### config.mk
export PLATFORM = sky130hd
export DESIGN_NAME = fp_trunc_i64
export DESIGN_NICKNAME = d
export VERILOG_FILES = /design/src/rtl/fp_trunc_pkg.sv /design/src/rtl/fp_trunc_core.sv /design/src/rtl/fp_trunc_merge.sv /design/src/rtl/fp_trunc_i64.sv
export SDC_FILE = /design/constraint.sdc
export NUM_CORES = 1
export LEC_CHECK = 0
export BUFFER_PORTS_ARGS = -buffer_cell sky130_fd_sc_hd__buf_2
export CAP_MARGIN = 20
export CORE_MARGIN = 3
export CORE_UTILIZATION = 50
export DETAILED_ROUTE_END_ITERATION = 16
export PLACE_DENSITY_LB_ADDON = 0.25
export SLEW_MARGIN = 20
export SYNTH_ARGS = -nofsm -noshare
export SYNTH_HDL_FRONTEND = slang
export SYNTH_SLANG_ARGS = --single-unit
export TNS_END_PERCENT = 1
### constraint.sdc
create_clock -name clk -period 4.3 [get_ports clk]
set_input_delay 0.215 -clock clk [delete_from_list [all_inputs] [get_ports clk]]
set_output_delay 0.215 -clock clk [all_outputs]
set_load 0.02 [all_outputs]
### src/rtl/fp_trunc_pkg.sv
package fp_trunc_pkg;

   // Format select encodings; codes with bit 1 set are illegal.
   localparam logic [1:0] FMT_SINGLE = 2'b00;
   localparam logic [1:0] FMT_DOUBLE = 2'b01;

   typedef struct packed {
      logic inexact;
      logic invalid;
   } trunc_flags_t;

endpackage

### src/rtl/fp_trunc_core.sv
module fp_trunc_core
   import fp_trunc_pkg::*;
#(
   parameter int EXP_W = 8,
   parameter int MAN_W = 23,
   parameter int INT_W = 64
) (
   input  logic [EXP_W+MAN_W:0] op,
   output logic [EXP_W+MAN_W:0] res,
   output trunc_flags_t         flags
);
   localparam int BIAS   = (1 << (EXP_W - 1)) - 1;
   localparam int LIM_E  = INT_W - 1;
   localparam int SH_W   = $clog2(MAN_W + 1);
   localparam logic [EXP_W-1:0] CLAMP_EXP = EXP_W'(BIAS + LIM_E);

   if (BIAS + LIM_E >= (1 << EXP_W) - 1) begin : g_bad_range
      $error("fp_trunc_core: exponent field too narrow for the integer limit");
   end
   if (MAN_W >= LIM_E) begin : g_bad_man
      $error("fp_trunc_core: fraction width must stay below the integer limit");
   end

   logic             sgn;
   logic [EXP_W-1:0] ex;
   logic [MAN_W-1:0] fr;
   logic [MAN_W-1:0] drop_mask;
   logic [MAN_W-1:0] kept;
   logic [SH_W-1:0]  sh;
   logic             special;
   int               ue;

   assign sgn     = op[EXP_W+MAN_W];
   assign ex      = op[EXP_W+MAN_W-1:MAN_W];
   assign fr      = op[MAN_W-1:0];
   assign special = &ex;

   always_comb begin
      ue            = int'({1'b0, ex}) - BIAS;
      sh            = ue[SH_W-1:0];
      drop_mask     = '0;
      kept          = fr;
      res           = op;
      flags.inexact = 1'b0;
      flags.invalid = 1'b0;
      if (special) begin
         flags.invalid = 1'b1;
      end else if (ex == '0) begin
         // zero or subnormal: magnitude below one
         res           = {sgn, {(EXP_W + MAN_W){1'b0}}};
         flags.inexact = |fr;
      end else if (ue < 0) begin
         res           = {sgn, {(EXP_W + MAN_W){1'b0}}};
         flags.inexact = 1'b1;
      end else if (ue < MAN_W) begin
         drop_mask     = {MAN_W{1'b1}} >> sh;
         kept          = fr & ~drop_mask;
         flags.inexact = |(fr & drop_mask);
         res           = {sgn, ex, kept};
      end
      // range check on the truncated magnitude
      if (!special && ex != '0 && ue >= LIM_E) begin
         if (ue > LIM_E || !(sgn && kept == '0)) begin
            flags.invalid = 1'b1;
         end
      end
      if (flags.invalid) begin
         res           = {1'b1, CLAMP_EXP, {MAN_W{1'b0}}};
         flags.inexact = 1'b0;
      end
   end

endmodule

### src/rtl/fp_trunc_merge.sv
module fp_trunc_merge #(
   parameter int RES_W  = 128,
   parameter int ELEM_W = 32
) (
   input  logic [RES_W-1:0]  prev,
   input  logic              merge,
   input  logic [ELEM_W-1:0] elem,
   output logic [RES_W-1:0]  merged
);
   if (ELEM_W > RES_W) begin : g_bad
      $error("fp_trunc_merge: element wider than destination");
   end else if (ELEM_W == RES_W) begin : g_full
      assign merged = elem;
   end else begin : g_part
      localparam int UP_W = RES_W - ELEM_W;
      logic [UP_W-1:0] upper;
      assign upper  = merge ? prev[RES_W-1:ELEM_W] : {UP_W{1'b0}};
      assign merged = {upper, elem};
   end

endmodule

### src/rtl/fp_trunc_i64.sv
module fp_trunc_i64
   import fp_trunc_pkg::*;
#(
   parameter int RES_W   = 128,
   parameter int INT_W   = 64,
   parameter int SP_EXP  = 8,
   parameter int SP_MAN  = 23,
   parameter int DP_EXP  = 11,
   parameter int DP_MAN  = 52
) (
   input  logic             clk,
   input  logic             rst_n,
   input  logic             in_valid,
   input  logic [1:0]       in_fmt,
   input  logic             in_merge,
   input  logic [63:0]      in_operand,
   input  logic [127:0]     in_dest_prev,
   output logic             out_valid,
   output logic [127:0]     out_result,
   output logic             out_inexact,
   output logic             out_invalid,
   output logic             out_undef
);
   localparam int SP_W = 1 + SP_EXP + SP_MAN;
   localparam int DP_W = 1 + DP_EXP + DP_MAN;

   if (RES_W != 128 || DP_W != 64) begin : g_bad_w
      $error("fp_trunc_i64: port widths assume a 128-bit destination and 64-bit double");
   end
   if (SP_W >= DP_W) begin : g_bad_sp
      $error("fp_trunc_i64: single format must be narrower than double");
   end

   logic [SP_W-1:0]  sp_res;
   logic [DP_W-1:0]  dp_res;
   trunc_flags_t     sp_flags;
   trunc_flags_t     dp_flags;
   logic [RES_W-1:0] sp_full;
   logic [RES_W-1:0] dp_full;
   logic [RES_W-1:0] sel_full;
   trunc_flags_t     sel_flags;
   logic             fmt_bad;

   fp_trunc_core #(.EXP_W(SP_EXP), .MAN_W(SP_MAN), .INT_W(INT_W)) u_sp_core (
      .op    (in_operand[SP_W-1:0]),
      .res   (sp_res),
      .flags (sp_flags)
   );

   fp_trunc_core #(.EXP_W(DP_EXP), .MAN_W(DP_MAN), .INT_W(INT_W)) u_dp_core (
      .op    (in_operand[DP_W-1:0]),
      .res   (dp_res),
      .flags (dp_flags)
   );

   fp_trunc_merge #(.RES_W(RES_W), .ELEM_W(SP_W)) u_sp_merge (
      .prev   (in_dest_prev),
      .merge  (in_merge),
      .elem   (sp_res),
      .merged (sp_full)
   );

   fp_trunc_merge #(.RES_W(RES_W), .ELEM_W(DP_W)) u_dp_merge (
      .prev   (in_dest_prev),
      .merge  (in_merge),
      .elem   (dp_res),
      .merged (dp_full)
   );

   assign fmt_bad   = in_fmt[1];
   assign sel_full  = (in_fmt == FMT_DOUBLE) ? dp_full  : sp_full;
   assign sel_flags = (in_fmt == FMT_DOUBLE) ? dp_flags : sp_flags;

   always_ff @(posedge clk) begin
      if (!rst_n) begin
         out_valid   <= 1'b0;
         out_undef   <= 1'b0;
         out_result  <= '0;
         out_inexact <= 1'b0;
         out_invalid <= 1'b0;
      end else begin
         out_valid <= 1'b0;
         out_undef <= 1'b0;
         if (in_valid) begin
            if (fmt_bad) begin
               out_undef <= 1'b1;
            end else begin
               out_valid   <= 1'b1;
               out_result  <= sel_full;
               out_inexact <= sel_flags.inexact;
               out_invalid <= sel_flags.invalid;
            end
         end
      end
   end

endmodule

==> impl_metrics.env <==
export IMPL_status="completed"
export IMPL_cp_end_kind="register"
export IMPL_reg2reg_depth=3
export IMPL_power_total_mw=3.715
export IMPL_synthAdderAreaFrac=0.01792
export IMPL_hold_depth=2
export IMPL_drt_iter0_markers=1460
export IMPL_muxShareOfSynthArea=0.006380
export IMPL_fin_ws_ns=0.6247
export IMPL_initial_core_util=0.5148
export IMPL_p_clk_frac=0.402
export IMPL_area_growth_pct=34.09
export IMPL_drv_slew=0
export IMPL_synth_xor_area_share=0.01595
export IMPL_h_tree_depth=4
export IMPL_gr_total_overflow=0
export IMPL_min_path_type="input port to register"
export IMPL_yosysUniqueCellTypes=85
export IMPL_cp_required_ns=4.58
export IMPL_crit_path_max_fanout=12
export IMPL_clk_latency_ns=0.42
export IMPL_dp_hpwl_um=29280
export IMPL_p_seq_frac=0.351
export IMPL_slowest_delay_ns=0.64
export IMPL_synthesis_nets=1259
export IMPL_finalSetupTns_ns=0
export IMPL_synth_simple_area_share=0.1762
export IMPL_worst_pin_slew_ns=0.9965
export IMPL_synth_top_family_by_area="compound AO/OA/AOI/OAI gates"
export IMPL_grt_usage=0.4109
export IMPL_arrival_ns=3.96
export IMPL_post_route_util=0.6903
export IMPL_die_x_um=134.4
export IMPL_final_cell_mix="297 x buf_2, 132 x dfxtp_1, 107 x a21oi_1"
export IMPL_setup_violations=0
export IMPL_max_cap_violations=0
export IMPL_critPathLaunchType="input port"
export IMPL_ys_async_sr_fraction=0
export IMPL_via_per_inst=6.672
export IMPL_ir_drop_uv=363.0
export IMPL_die_area_um2=18050
export IMPL_grt_util_met2=0.6475
export IMPL_grt_pass1_wl_um=57680
export IMPL_grt_busiest_layer="met2"
export IMPL_wl_um=39330
export IMPL_dp_cells=1550
export IMPL_synth_area_um2=8237
export IMPL_syn_avg_cell_area_um2=7.844
export IMPL_critPathMostFrequentCell="buf_4"
export IMPL_yosys_warnings=0
export IMPL_drc=0
export IMPL_io_pins=330
export IMPL_fp_dieH_um=134.4
export IMPL_grt_setup_unrepaired="false"
export IMPL_fp_coreArea_um2=16000
export IMPL_ys_seq_area_frac=0.3208
export IMPL_max_freq_mhz=272.1
export IMPL_path_cells="buf_2 -> buf_4 -> and3_1 -> xnor2_1 -> a21oi_1 -> buf_4 -> o21ai_0 -> nand4_1 -> or4_1 -> nor4_1 -> o31ai_1 -> o221ai_1 -> a211oi_2"
export IMPL_fin_skew_ns=0
export IMPL_via_count=10680
export IMPL_crit_type="input port to register"
export IMPL_sw_frac_of_total=0.3444
export IMPL_postRouteAntennaNets=0
export IMPL_clock_sinks=132
export IMPL_layout_commonest_cell="buf_2"
export IMPL_antenna_found_initial=1
export IMPL_syn_instance_count=1050
export IMPL_final_hold_viol_count=0
export IMPL_placed_area_um2=10250
export IMPL_relSlewSlack=0.3309
export IMPL_drive_gt1_frac=0.3143
export IMPL_num_rows=46
export IMPL_wl_per_cell_um=24.56
export IMPL_grt_pass1_vias=9999
export IMPL_synth_compound_area_share=0.4050
export IMPL_holdWs_ns=0.006699
export IMPL_grt_max_degree=63
export IMPL_pwr_share_comb=0.247
export IMPL_cts_clk_slew_worst_paths_ns=0.07
export IMPL_nets=1580
export IMPL_p_leak_nw=4.889
export IMPL_cts_made_buffers=17
export IMPL_port_buffers=297
export IMPL_root_buffer="clkbuf_16"
export IMPL_layout_min_cycle_time_ns=3.675
export IMPL_powerDensity_nw_per_um2=336.4
export IMPL_stdcell_area_um2=11040
export IMPL_dp_slack_ns=0.2954
export IMPL_synth_seq_cells=132
export IMPL_gp_congestion=1.051
export IMPL_finalCritPeriodShare=0.8547
export IMPL_netSwitchingPower_mw=1.280
export IMPL_finalNonFillerCells=1601
export IMPL_intPower_mw=2.436
export IMPL_gr_usage_met3=0.1017
export IMPL_cts_buffer_depth=2
export IMPL_use_met1=0.5103
export IMPL_drt_pass1_iterations=6
export IMPL_crit_slowest_cell="or4_1"
export IMPL_cts_resized=0
export IMPL_synth_flop_cell="dfxtp_1"
export IMPL_cts_tree="done"
export IMPL_synth_edf_count=0
[final cells by class]
type                            instances  area [um2]
Clock buffer                           17       425.4
Clock inverter                         15       181.4
Antenna cell                            1       2.502
Tap cell                              216       270.3
Timing Repair Buffer                  390        2242
Sequential cell                       132        2643
Multi-Input combinational cell        797        5156
Inverter                               33       123.9
Fill cell                            1396        4956
[worst max-delay path: cells and delay by family]
family	cells	cell delay, ns
buffers and inverters	3	0.48
xor gates and xnor gates	1	0.59
AOI/OAI and AO/OA	5	1.26
and+or+nand+nor	4	1.40
[registers in the layout (all words and copies together) (netlist names)]
| signal | count |
|---|---|
| out_inexact | 1 |
| out_invalid | 1 |
| out_result | 128 |
| out_undef | 1 |
| out_valid | 1 |
[logic make-up (layout without fill, tap and decap cells)]
kind of cell | after synthesis | count (layout)
AOI/OAI and AO/OA | 486 | 486
and+or+nand+nor | 279 | 279
DFF | 132 | 132
buffers and inverters | 121 | 455
xor gates and xnor gates | 15 | 15
adders and majority gates | 12 | 12
muxes | 5 | 5
other | 0 | 1
[layer usage]
layer | up-vias | wire [um] | part of all wire
met1 | 4984 | 14570 | 0.37
li1 | 4697 | - | -
met3 | 197 | 4582 | 0.12
met5 | - | 0 | 0
met2 | 804 | 17620 | 0.45
met4 | 0 | 2550 | 0.065
[cell usage after synthesis, types with 7 or more instances]
cell type  number  share of area
dfxtp_1       132           0.32
a21oi_1       107          0.065
o21ai_0       105          0.064
clkbuf_1       71          0.032
nand2_1        70          0.032
a22o_1         63          0.067
nor2_1         60          0.027
inv_1          33          0.015
nand3_1        30          0.018
o31ai_1        21          0.019
a221oi_1       19          0.020
a31oi_1        17          0.013
nand2b_1       17          0.013
nor2b_1        17          0.013
o21ai_1        16         0.0097
nor4_1         13         0.0099
o211ai_1       13          0.012
a32oi_1        12          0.013
and3_1         12         0.0091
xnor2_1        12          0.013
ha_1           11          0.017
nor3_1         11         0.0067
o22ai_1        11         0.0084
a211oi_1       10         0.0091
nand4_1        10         0.0076
o221ai_1        9         0.0096
buf_2           8         0.0049
a22oi_1         7         0.0064
o2111ai_1       7         0.0074
[power groups by stage]
stage / clock network (mW) / registers (mW) / logic, mW
after floorplan: 0 / 1.39 / 0.401
after global placement: 0 / 1.33 / 0.858
after detailed placement: 0 / 1.33 / 0.862
after CTS: 1.49 / 1.30 / 0.880
after global routing: 1.55 / 1.31 / 0.962
final: 1.49 / 1.30 / 0.917
[path summary, 6_finish.rpt]
| kind | from | end | slack [ns] |
|---|---|---|---|
| setup reg to reg | out_result[15] | out_result[15] | 3.28 |
| hold / removal | in_dest_prev[104] | out_result[104] | 0.007 |
| setup / recovery | in_operand[24] | out_result[28] | 0.62 |
| hold reg to reg | out_result[65] | out_result[65] | 0.46 |
[what timing repair did]
action                    4_1_cts  5_1_grt
buffers inserted                0        0
hold endpoints to repair       17        1
hold buffers                   17        1
Power figures use the tool's default switching activity.
